### src/rtl/apbdec_pkg.sv
package apbdec_pkg;
  localparam int PROT_W = 3;
  localparam int MAX_WIN = 8;

  typedef int unsigned win_tbl_t [MAX_WIN];

  // number of elements in windows below index w
  function automatic int unsigned elems_below(win_tbl_t cnt, int unsigned w);
    int unsigned s;
    s = 0;
    for (int unsigned j = 0; j < MAX_WIN; j++)
      if (j < w) s += cnt[j];
    return s;
  endfunction
endpackage

### src/rtl/apbdec_match.sv
module apbdec_match #(
  parameter int ADDR_W = 12,
  parameter int LOC_W = 8,
  parameter int unsigned EBASE = 0,
  parameter int unsigned ESIZE = 16
) (
  input  logic [ADDR_W-1:0] addr,
  output logic              hit,
  output logic [LOC_W-1:0]  loc
);
  localparam int LW = (ESIZE > 1) ? $clog2(ESIZE) : 1;
  localparam logic [ADDR_W:0] BASE_X = (ADDR_W+1)'(EBASE);
  localparam logic [ADDR_W:0] SIZE_X = (ADDR_W+1)'(ESIZE);

  logic [ADDR_W:0] diff;

  always_comb begin
    diff = {1'b0, addr} - BASE_X;
    hit  = !diff[ADDR_W] && (diff < SIZE_X);
    loc  = '0;
    loc[LW-1:0] = diff[LW-1:0];
  end
endmodule

### src/rtl/apbdec_ret.sv
module apbdec_ret #(
  parameter int NELEM = 6,
  parameter int DATA_W = 32
) (
  input  logic                         req,
  input  logic [NELEM-1:0]             sel,
  input  logic [NELEM-1:0][DATA_W-1:0] e_rdata,
  input  logic [NELEM-1:0]             e_ready,
  input  logic [NELEM-1:0]             e_err,
  output logic [DATA_W-1:0]            rdata,
  output logic                         ready,
  output logic                         err
);
  logic any;

  always_comb begin
    any   = |sel;
    rdata = '0;
    ready = 1'b0;
    err   = 1'b0;
    for (int e = 0; e < NELEM; e++) begin
      if (sel[e]) begin
        rdata = rdata | e_rdata[e];
        ready = ready | e_ready[e];
        err   = err | e_err[e];
      end
    end
    if (!any) begin
      ready = 1'b1;
      err   = req;
    end
  end
endmodule

### src/rtl/apbdec_fanout.sv
module apbdec_fanout
  import apbdec_pkg::*;
#(
  parameter int ADDR_W = 12,
  parameter int DATA_W = 32,
  parameter int NWIN = 3,
  parameter win_tbl_t WIN_BASE  = '{32'h000, 32'h200, 32'h400, 0, 0, 0, 0, 0},
  parameter win_tbl_t WIN_ESIZE = '{32'h100, 32'h040, 32'h010, 1, 1, 1, 1, 1},
  parameter win_tbl_t WIN_COUNT = '{1, 4, 1, 0, 0, 0, 0, 0},
  parameter int NELEM = 6,
  parameter int LOC_W = 8
) (
  input  logic                         s_psel,
  input  logic                         s_penable,
  input  logic                         s_pwrite,
  input  logic [ADDR_W-1:0]            s_paddr,
  input  logic [PROT_W-1:0]            s_pprot,
  input  logic [DATA_W-1:0]            s_pwdata,
  input  logic [DATA_W/8-1:0]          s_pstrb,
  output logic [DATA_W-1:0]            s_prdata,
  output logic                         s_pready,
  output logic                         s_pslverr,
  output logic [NELEM-1:0]             m_psel,
  output logic [NELEM-1:0]             m_penable,
  output logic [NELEM-1:0]             m_pwrite,
  output logic [NELEM-1:0][LOC_W-1:0]  m_paddr,
  output logic [PROT_W-1:0]            m_pprot,
  output logic [DATA_W-1:0]            m_pwdata,
  output logic [DATA_W/8-1:0]          m_pstrb,
  input  logic [NELEM-1:0][DATA_W-1:0] m_prdata,
  input  logic [NELEM-1:0]             m_pready,
  input  logic [NELEM-1:0]             m_pslverr
);
  localparam int unsigned ELEM_SUM = elems_below(WIN_COUNT, NWIN);

  if (ELEM_SUM != NELEM) begin : g_bad_nelem
    $error("NELEM does not match the window counts");
  end

  logic [NELEM-1:0] hit;
  logic [NELEM-1:0] wr_sel;
  logic [NELEM-1:0] rd_sel;

  // one address matcher per array element
  for (genvar w = 0; w < NWIN; w++) begin : g_win
    for (genvar k = 0; k < int'(WIN_COUNT[w]); k++) begin : g_elem
      localparam int unsigned IDX = elems_below(WIN_COUNT, w) + k;
      localparam int unsigned EB  = WIN_BASE[w] + k * WIN_ESIZE[w];
      if ($clog2(WIN_ESIZE[w]) > LOC_W) begin : g_bad_w
        $error("LOC_W too narrow for a window");
      end
      apbdec_match #(
        .ADDR_W(ADDR_W), .LOC_W(LOC_W), .EBASE(EB), .ESIZE(WIN_ESIZE[w])
      ) match_i (
        .addr(s_paddr),
        .hit (hit[IDX]),
        .loc (m_paddr[IDX])
      );
    end
  end

  always_comb begin
    wr_sel    = hit & {NELEM{s_psel &  s_pwrite}};
    rd_sel    = hit & {NELEM{s_psel & ~s_pwrite}};
    m_psel    = wr_sel | rd_sel;
    m_pwrite  = wr_sel;
    m_penable = m_psel & {NELEM{s_penable}};
    m_pprot   = s_pprot;
    m_pwdata  = s_pwdata;
    m_pstrb   = s_pstrb;
  end

  apbdec_ret #(.NELEM(NELEM), .DATA_W(DATA_W)) ret_i (
    .req    (s_psel),
    .sel    (m_psel),
    .e_rdata(m_prdata),
    .e_ready(m_pready),
    .e_err  (m_pslverr),
    .rdata  (s_prdata),
    .ready  (s_pready),
    .err    (s_pslverr)
  );
endmodule

### config.mk
export PLATFORM = sky130hd
export DESIGN_NAME = apbdec_fanout
export DESIGN_NICKNAME = d
export VERILOG_FILES = /design/src/rtl/apbdec_pkg.sv /design/src/rtl/apbdec_match.sv /design/src/rtl/apbdec_ret.sv /design/src/rtl/apbdec_fanout.sv
export SDC_FILE = /design/constraint.sdc
export NUM_CORES = 1
export LEC_CHECK = 0
export BUFFER_PORTS_ARGS = -buffer_cell sky130_fd_sc_hd__buf_4
export CAP_MARGIN = 10
export CORE_AREA = 2 2 153 155
export DETAILED_ROUTE_END_ITERATION = 6
export DIE_AREA = 0 0 155 157
export SYNTH_ARGS = -nofsm -noshare
export SYNTH_HDL_FRONTEND = slang
export SYNTH_SLANG_ARGS = --single-unit
export TNS_END_PERCENT = 10
### constraint.sdc
create_clock -name vclk -period 2.5
set_input_delay 0.5 -clock vclk [all_inputs]
set_output_delay 0.5 -clock vclk [all_outputs]
set_load 0.03 [all_outputs]
After elaboration in Yosys (flattened, before gate mapping) --
Cells that the tools add are included.
Storage, ports and cells: bits in registers 0, input port bits 258, output and inout port bits 139, logic and storage cells 64
Cells by class: add/sub/neg operators 5, order comparisons 6, muxes and demuxes 20, bitwise logic cells 22, reductions and logical operators 11
Operators with widths (count):
- $mux 32 | 6
- $or 32x32->32 | 5
- $lt 13x7->1 const B | 4
- $sub 12x10->13 const B | 4
- $and 6x6->6 | 3
- $mux 1 | 14
- $lt 13x5->1 const B | 1
- $sub 12x11->13 const B | 1
- $lt 12x9->1 const B | 1
- $or 1x1->1 | 10
- $or 6x6->6 | 1
- $reduce_or 6->1 | 1
- $logic_and 1x1->1 | 5
- $logic_not 1->1 | 5
- $and 1x1->1 | 2
- $not 1->1 | 1

Longest topological paths before layout --
Gate-level depths: netlist of run 1.
word-level depth 17, depth in mapped cells 8, depth with buffers taken out 7

By module --
From an unflattened synthesis of run 1, not the netlist that was laid out.
Second synthesis, totals: cell total of the unflattened synthesis 300, area total of the unflattened synthesis 2125.8 µm²
Modules (own cells, without submodules):
- apbdec_ret | times used 1, cells each 164, area each 1091.0 µm², seq. area each 0.0 µm²
- apbdec_fanout | times used 1, cells each 58, area each 434.2 µm², seq. area each 0.0 µm²
- apbdec_match at g_win[1].g_elem[3].match_i | times used 1, cells each 17, area each 133.9 µm², seq. area each 0.0 µm²
- apbdec_match at g_win[1].g_elem[1].match_i | times used 1, cells each 15, area each 113.9 µm², seq. area each 0.0 µm²
- apbdec_match at g_win[2].g_elem[0].match_i | times used 1, cells each 15, area each 111.4 µm², seq. area each 0.0 µm²
- apbdec_match at g_win[1].g_elem[2].match_i | times used 1, cells each 11, area each 85.1 µm², seq. area each 0.0 µm²
- apbdec_match at g_win[1].g_elem[0].match_i | times used 1, cells each 11, area each 83.8 µm², seq. area each 0.0 µm²
- apbdec_match at g_win[0].g_elem[0].match_i | times used 1, cells each 9, area each 72.6 µm², seq. area each 0.0 µm²

Least setup slack after synthesis of run 1 --
OpenSTA, ideal clock, no wires.
kind input-to-output, start point input s_paddr[10], end point output s_prdata[10], arrival time 2431 ps, required time 2000 ps, path slack -431 ps, cell stages on the path 8, buffers on the path 2, cells stage by stage inv_1 > ha_1 > nor4b_4 > a31oi_1 > or4_1 > buf_2 > buf_2 > o2111ai_1
On the way: cells in the longest elaborated chain, start to end 14, elaborated cells on any way between the ends 35, classes of those cells add/sub: 5; order compare: 6; mux: 6; bitwise: 8; reduce/logical: 10
Ends and longest elaborated chain:
- from (decl) | RTL line apbdec_fanout.sv:16 | input logic [ADDR_W-1:0] s_paddr,
- $sub 12x10->13 / $lt 12x9->1 (equally long branches) | RTL line apbdec_match.sv:18, apbdec_match.sv:19
- $lt 13x7->1, or another cell as far along | RTL line apbdec_match.sv:19 | hit = !diff[ADDR_W] && (diff < SIZE_X);
- $logic_and 1x1->1 / $or 6x6->6 (equally long branches) | RTL line apbdec_match.sv:19, apbdec_fanout.sv:65
- $and 6x6->6, or another cell as far along | RTL line apbdec_fanout.sv:63 | wr_sel = hit & {NELEM{s_psel & s_pwrite}};
- $or 6x6->6 (*) | RTL line apbdec_fanout.sv:65 | m_psel = wr_sel | rd_sel;
- $mux 32 | RTL line apbdec_ret.sv:22 | if (sel[e]) begin
- $or 32x32->32 | RTL line apbdec_ret.sv:23 | rdata = rdata | e_rdata[e];
- $mux 32 | RTL line apbdec_ret.sv:22
- $or 32x32->32 | RTL line apbdec_ret.sv:23
- $mux 32 | RTL line apbdec_ret.sv:22
- $or 32x32->32 | RTL line apbdec_ret.sv:23
- $mux 32 | RTL line apbdec_ret.sv:22
- $or 32x32->32 | RTL line apbdec_ret.sv:23
- $mux 32 (*) | RTL line apbdec_ret.sv:22
- to (decl) | RTL line apbdec_fanout.sv:20 | output logic [DATA_W-1:0] s_prdata,
Every way passes the cells marked *; elsewhere a longest branch is shown, timed or not.

Final worst setup path of run 1 --
start point input s_paddr[11], end point output s_pslverr
On the way: cells in the longest elaborated chain, start to end 15, elaborated cells on any way between the ends 37, classes of those cells add/sub: 5; order compare: 6; mux: 7; bitwise: 8; reduce/logical: 11
Ends and longest elaborated chain:
- $sub 12x10->13 / $lt 12x9->1 (equally long branches) | RTL line apbdec_match.sv:18, apbdec_match.sv:19
- $lt 13x7->1, or another cell as far along | RTL line apbdec_match.sv:19
- $logic_and 1x1->1 / $or 6x6->6 (equally long branches) | RTL line apbdec_match.sv:19, apbdec_fanout.sv:65
- $and 6x6->6, or another cell as far along | RTL line apbdec_fanout.sv:63
- $or 6x6->6 (*) | RTL line apbdec_fanout.sv:65
- $mux 1 | RTL line apbdec_ret.sv:22
- $or 1x1->1 | RTL line apbdec_ret.sv:25 | err = err | e_err[e];
- $mux 1 | RTL line apbdec_ret.sv:22
- $or 1x1->1 | RTL line apbdec_ret.sv:25
- $mux 1 | RTL line apbdec_ret.sv:22
- $or 1x1->1 | RTL line apbdec_ret.sv:25
- $mux 1 | RTL line apbdec_ret.sv:22
- $or 1x1->1 | RTL line apbdec_ret.sv:25
- $mux 1 | RTL line apbdec_ret.sv:22
- $mux 1 (*) | RTL line apbdec_ret.sv:28 | if (!any) begin
- to (decl) | RTL line apbdec_fanout.sv:22 | output logic s_pslverr,
Marked as above.

==> key figures, run 1 <==
Critical path
  – Startpoint Class: input port
  – CP Capture Type: primary output
  – Setup CP Type: input port to primary output
  – Critical Path AT: 2.37 ns
  – CP Max Fanout: 24
  – Req. time, crit path: 2.00 ns

Synthesis
  – Largest family of logic cells by synthesized area: buffers and inverters
  – Syn Area/Cell: 6.558 um^2
  – Netlist cell types: 35
  – Compound-Gate Fraction of Synth Area: 0.3954
  – Multiplexer share of the synthesized area: 0
  – Synth Area in XOR/XNOR: 0.004035
  – Warnings, synthesis: 0
  – Mapped Cells: 331
  – Seq/Total Area, Yosys: 0
  – Fraction of the mapped netlist area in adder cells: 0.02305
  – Synth Cell Area: 2171 um^2
  – Post-Synth Simple-Gate Area: 0.1597

Placed design
  – Pre-CTS WS: -0.4000 ns
  – Placed insts: 843
  – DP HPWL: 11.50 mm
  – Gp weighted congestion: 0.7760
  – Port Buffers: 279
  – Cell Area, Placed: 4990 um^2

Power and ir drop
  – Share of total power in the clock network: 0
  – Sequential Power Share: 0
  – Worst vdd ir: 0.04532 mV
  – Switch Pwr: 265.8 uW
  – Sw frac: 0.4326
  – Logic gate share of total power: 1.000
  – PwrDens: 118.8 nW/um^2
  – Pint: 348.5 uW
  – LEAKAGE: 2.411 nW

Layout
  – Most frequent cells in the layout: buf_4 (297), a22oi_1 (66), inv_1 (38), nand2_1 (34), o2111ai_4 (29)
  – Clock buffer cells: 0
  – Commonest non-fill, non-tap cell in the layout: buf_4
  – Area grow syn2layout: 138.2%
  – Fill count: 2474
  – Fin nets: 826
  – Final Cell Area: 5170 um^2
  – Sequential cell area: 0 um^2
  – Seq Cell Count: 0
  – Core Util, Final: 0.2297
  – Final instance count without filler cells: 848
  – Layout cells sized above 1: 0.6797

Die
  – Initial Util: 0.09647
  – Row cnt: 55
  – I/O pins: 397
  – Core Area: 22500 um^2
  – Die Height: 157 um
  – Die area: 24340 um^2
  – Die Wd: 155 um

STA
  – Fmax: 0.3479 GHz
  – RSZ-0062 raised after global routing: true
  – Post-route setup slack: -0.3744 ns
  – Final Cycle Share: 1.150
  – Final count of negative-setup-slack endpoints: 37
  – Final Max Tran Viols: 0
  – Hold Violations, Final: 0
  – Final min period: 2.874 ns

Routing
  – Via count: 3338
  – DRT Wirelength: 13.64 mm
  – DR DRC count: 0
  – Drt first pass iters: 6
  – Initial DRC count: 166
  – Vias/cell: 3.936
  – Remaining antenna violation count: 0
  – WL/cell: 16.08 um

Global route
  – Via count of the first global-routing pass: 3380
  – Global Route Usage Sum: 0.1023
  – Grt ovf: 0
  – Largest net degree at the start of global routing: 25
  – Antenna violations before repair: 2
  – First-pass GRT wire length: 19.31 mm

CTS
  – Post-CTS Hold Buffers: 0

Outcome
  – Status: complete, but fails checks
  – Failing checks: setup timing

Flow run
  – Max Cap Viol: 0

Hold path
  – Hold WC Path Type: input port to primary output
==> cells by family after synthesis <==
kind of cell | Yosys count
AO/OA/AOI/OAI | 109
XOR/XNOR | 1
adder cells (fa/ha/maj) | 4
buffers and inverters | 151
other | 1
AND/OR/NAND/NOR | 65
==> timing repair <==
| item | CTS | global route |
|---|---|---|
| setup endpoints to repair | 39 | 40 |
| endpoints found under the hold margin | 0 | 0 |
| gates resized for setup | 28 | 6 |
| setup buffers | 3 | 1 |
| cloned | 1 | 0 |
| pin swaps | 5 | 1 |
==> worst max-delay path, cell delays in order <==
cell	delay, ns
buf_12	0.09
inv_12	0.03
ha_4	0.15
nor4b_4	0.28
a31oi_1	0.07
or4_4	0.56
buf_12	0.22
o211ai_1	0.19
o21a_1	0.13
buf_4	0.15
==> per-stage QoR <==
stage	hold WS, ns	TNS [ns]	power [mW]
2_1_floorplan	1.132	-3.299	0.4317
3_5_place_dp	1.000	-12.64	0.5978
5_1_grt	1.000	-12.60	0.6528
4_1_cts	1.000	-11.09	0.6138
3_3_place_gp	1.000	-11.96	0.5931
6_report	1.000	-10.37	0.6143
==> synthesized netlist by cell type (all sizes together) <==
library cell	number	area [um^2]
buf	97	700.7
a22oi	67	503.0
inv	41	153.9
nand2	34	127.6
o2111ai	32	280.3
clkbuf	13	48.80
and2	8	50.05
ha	4	50.05
nor2	4	15.01
and3	3	23.77
nor3b	3	22.52
and4	2	17.52
nand3	2	10.01
nor3	2	15.01
nor4	2	12.51
o21ai	2	10.01
a211o	1	8.760
a211oi	1	7.510
a222oi	1	10.01
a31oi	1	6.260
conb	1	3.750
nor2b	1	6.260
nor4b	1	23.77
o2111a	1	11.26
o211ai	1	7.510
o21a	1	7.510
o22ai	1	6.260
or2	1	6.260
or3b	1	8.760
or4	1	7.510
xor2	1	8.760
==> metal layers <==
| metal | share of wire | up-vias | track usage |
|---|---|---|---|
| met5 | 0.00095 | - | 0 |
| met4 | 0.020 | 2 | 0.01940 |
| met3 | 0.10 | 25 | 0.03084 |
| met2 | 0.52 | 218 | 0.1987 |
| met1 | 0.35 | 1524 | 0.1092 |
| li1 | - | 1569 | - |
==> power groups by stage <==
stage / logic (mW) / registers (mW) / clock network, mW
final: 0.614 / 0 / 0.0000000536
after global routing: 0.653 / 0 / 0
after CTS: 0.614 / 0 / 0
after detailed placement: 0.598 / 0 / 0
after global placement: 0.593 / 0 / 0
after floorplan: 0.432 / 0 / 0
==> area by class of cell <==
class / count / area, um^2 / share of cell area
Timing Repair Buffer: 330 / 2733 / 0.5286
Multi-Input combinational cell: 191 / 1896 / 0.3667
Tap cell: 285 / 356.6 / 0.06897
Inverter: 41 / 182.7 / 0.03533
Antenna cell: 1 / 2.502 / 0.0004840
==> worst paths after layout <==
kind	cells past startpoint	slack (ns)	end	startpoint
worst max-delay path	10	-0.37	s_pslverr	s_paddr[11]
worst min-delay path	0	1.00	m_pwdata[22]	s_pwdata[22]
Note: power is estimated with default switching activity, not from simulation.
==> inputs of run 2 (changes only) <==
CAP_MARGIN = 20   (was 10)
SETUP_SLACK_MARGIN = 0.15   (was default)
==> run 2 against run 1 <==
Count of clock-buffer cells in the layout stayed put. Routed wire length shrank 1.4%. Final area grew 0.12%. Largest power group unchanged. Non-clock buffer count is 8 lower. The run still ends with setup timing left. Critical path depth shrank 1. Highest routed layer unchanged. Critical path type unchanged. Fmax grew 1.9%. First-iteration DRC count is 15% higher.
==> key figures, run 2 (synthesis gave the netlist of run 1 again) <==
Placed design
  – Pre-CTS WS: -0.3646 ns (+0.03541 ns)
  – Cell Area, Placed: 4947 um^2 (-0.85%)
  – DP HPWL: 11.51 mm (+0.11%)
  – Gp weighted congestion: 0.7656 (-1.3%)
  – Port Buffers: 279 (unchanged)

Outcome
  – Failing checks: setup timing
  – Status: complete, but fails checks

STA
  – Fmax: 0.3544 GHz (+1.9%)
  – Final Cycle Share: 1.129 (-0.02111)
  – Hold_ws: 1.000 ns (unchanged)
  – Final count of negative-setup-slack endpoints: 37 (unchanged)
  – RSZ-0062 raised after global routing: true
  – Final min period: 2.822 ns (-0.05276 ns)
  – Final Max Tran Viols: 0 (unchanged)
  – Hold Violations, Final: 0 (unchanged)
  – Post-route setup slack: -0.3216 ns (+0.05276 ns)

Global route
  – Largest net degree at the start of global routing: 20 (-20%)
  – Grt ovf: 0 (unchanged)
  – Antenna violations before repair: 2 (unchanged)
  – Via count of the first global-routing pass: 3322 (-1.7%)
  – First-pass GRT wire length: 18.68 mm (-3.3%)
  – Global Route Usage Sum: 0.09847 (-0.003842)

Layout
  – Clock buffer cells: 0 (unchanged)
  – Commonest non-fill, non-tap cell in the layout: buf_4
  – Most frequent cells in the layout: buf_4 (273), a22oi_1 (67), inv_1 (38), nand2_1 (34), buf_6 (34)
  – Fill count: 2502 (+1.1%)
  – Area grow syn2layout: 138.4%
  – Seq Cell Count: 0 (unchanged)
  – Layout cells sized above 1: 0.6841 (+0.004400)
  – Sequential cell area: 0 um^2 (unchanged)
  – Final Cell Area: 5176 um^2 (+0.12%)
  – Area occupied by multi-input gates: 1912 um^2 (+0.86%)
  – Fin nets: 818 (-0.97%)

Routing
  – WL/cell: 16.01 um (-0.43%)
  – Vias/cell: 3.990 (+1.4%)
  – Remaining antenna violation count: 0 (unchanged)
  – DRT Wirelength: 13.45 mm (-1.4%)
  – Initial DRC count: 191 (+15%)
  – DR DRC count: 0 (unchanged)
  – Drt first pass iters: 4 (-2)
  – Via count: 3352 (+0.42%)

Hold path
  – Hold WC Path Type: input port to primary output
  – Hold Crit Endpoint: m_pwdata[15]
  – HP Start: s_pwdata[15]
  – Hold path cells: 0 (unchanged)

Power and ir drop
  – LEAKAGE: 2.392 nW (-0.78%)
  – Worst vdd ir: 0.05654 mV (+25%)
  – PwrDens: 120.0 nW/um^2 (+1.0%)

Die
  – Die area: 24340 um^2 (unchanged)
  – Core Area: 22500 um^2 (unchanged)
  – Row cnt: 55 (unchanged)
  – I/O pins: 397 (unchanged)
  – Initial Util: 0.09647 (unchanged)
  – Die Height: 157 um (unchanged)
  – Die Wd: 155 um (unchanged)

Flow run
  – Max Cap Viol: 0 (unchanged)

CTS
  – Post-CTS Hold Buffers: 0 (unchanged)

Critical path
  – Critical Path AT: 2.32 ns (-0.05 ns)
  – Req. time, crit path: 2.00 ns (about the same)
  – CP Max Fanout: 19 (-21%)
  – Setup CP Type: input port to primary output
  – Startpoint Class: input port
  – CP Capture Type: primary output
==> run 2: cell types whose count changed in the layout (fill, tap and decap cells not counted), sizes merged <==
cell,previous run,this run
buf,330,322
==> run 2: per-layer routing <==
| metal | global-route usage | vias up | routed length (um) |
|---|---|---|---|
| li1 | - | 1558 | - |
| met1 | 0.1105 | 1546 | 4997 |
| met2 | 0.1915 | 226 | 7036 |
| met3 | 0.02368 | 20 | 1218 |
| met4 | 0.01323 | 2 | 183 |
| met5 | 0 | - | 13 |
==> run 2: how the worst max path moves through the flow <==
| stage | from | end | slack, ns | cells after the start |
|---|---|---|---|---|
| 3_5_place_dp | s_paddr[10] | s_prdata[13] | -0.36 | 9 |
| 2_1_floorplan | s_paddr[11] | s_prdata[10] | -0.11 | 8 |
| 6_report | s_paddr[10] | s_prdata[23] | -0.32 | 9 |
| 5_1_grt | s_paddr[10] | s_prdata[23] | -0.39 | 9 |
| 3_3_place_gp | s_paddr[7] | s_pslverr | -0.36 | 10 |
| 4_1_cts | s_paddr[11] | s_prdata[23] | -0.32 | 9 |
==> run 2: power breakdown <==
part           leakage (nW)  internal, mW     total, mW  switching (mW)
Clock            0.00000634  0.0000000536  0.0000000536               0
Sequential                0             0             0               0
Combinational          2.39         0.353         0.621           0.269
Total                  2.39         0.353         0.621           0.269
==> run 2: through the flow <==
stage	TNS, ns	cells	power, mW	utilization
2_1_floorplan	-3.279	342	0.4317	-
3_5_place_dp	-12.82	839	0.5978	0.2199
5_1_grt	-12.81	839	0.6603	0.2299
3_3_place_gp	-12.24	839	0.5932	0.2199
6_report	-10.10	840	0.6214	0.2300
4_1_cts	-10.47	839	0.6172	0.2265
==> run 2: critical path, cell delays in order <==
cell and delay [ns]:
buf_12 0.09, inv_12 0.03, ha_4 0.16, nor4b_4 0.29, a31oi_1 0.07, or4_4 0.55
buf_12 0.21, o2111ai_4 0.21, buf_4 0.19
==> run 2: final cells by class <==
cell class / count / area share
inverters: 41 / 0.03529
repair buffers: 322 / 0.5260
multi-input cells: 191 / 0.3693
diodes: 1 / 0.0004834
well taps: 285 / 0.06889
==> run 2: what timing repair did <==
action | 4_1_cts | 5_1_grt
endpoints found under the setup margin | 50 | 48
resized for setup | 38 | 21
pin swaps | 5 | 10
buffers inserted | 0 | 0
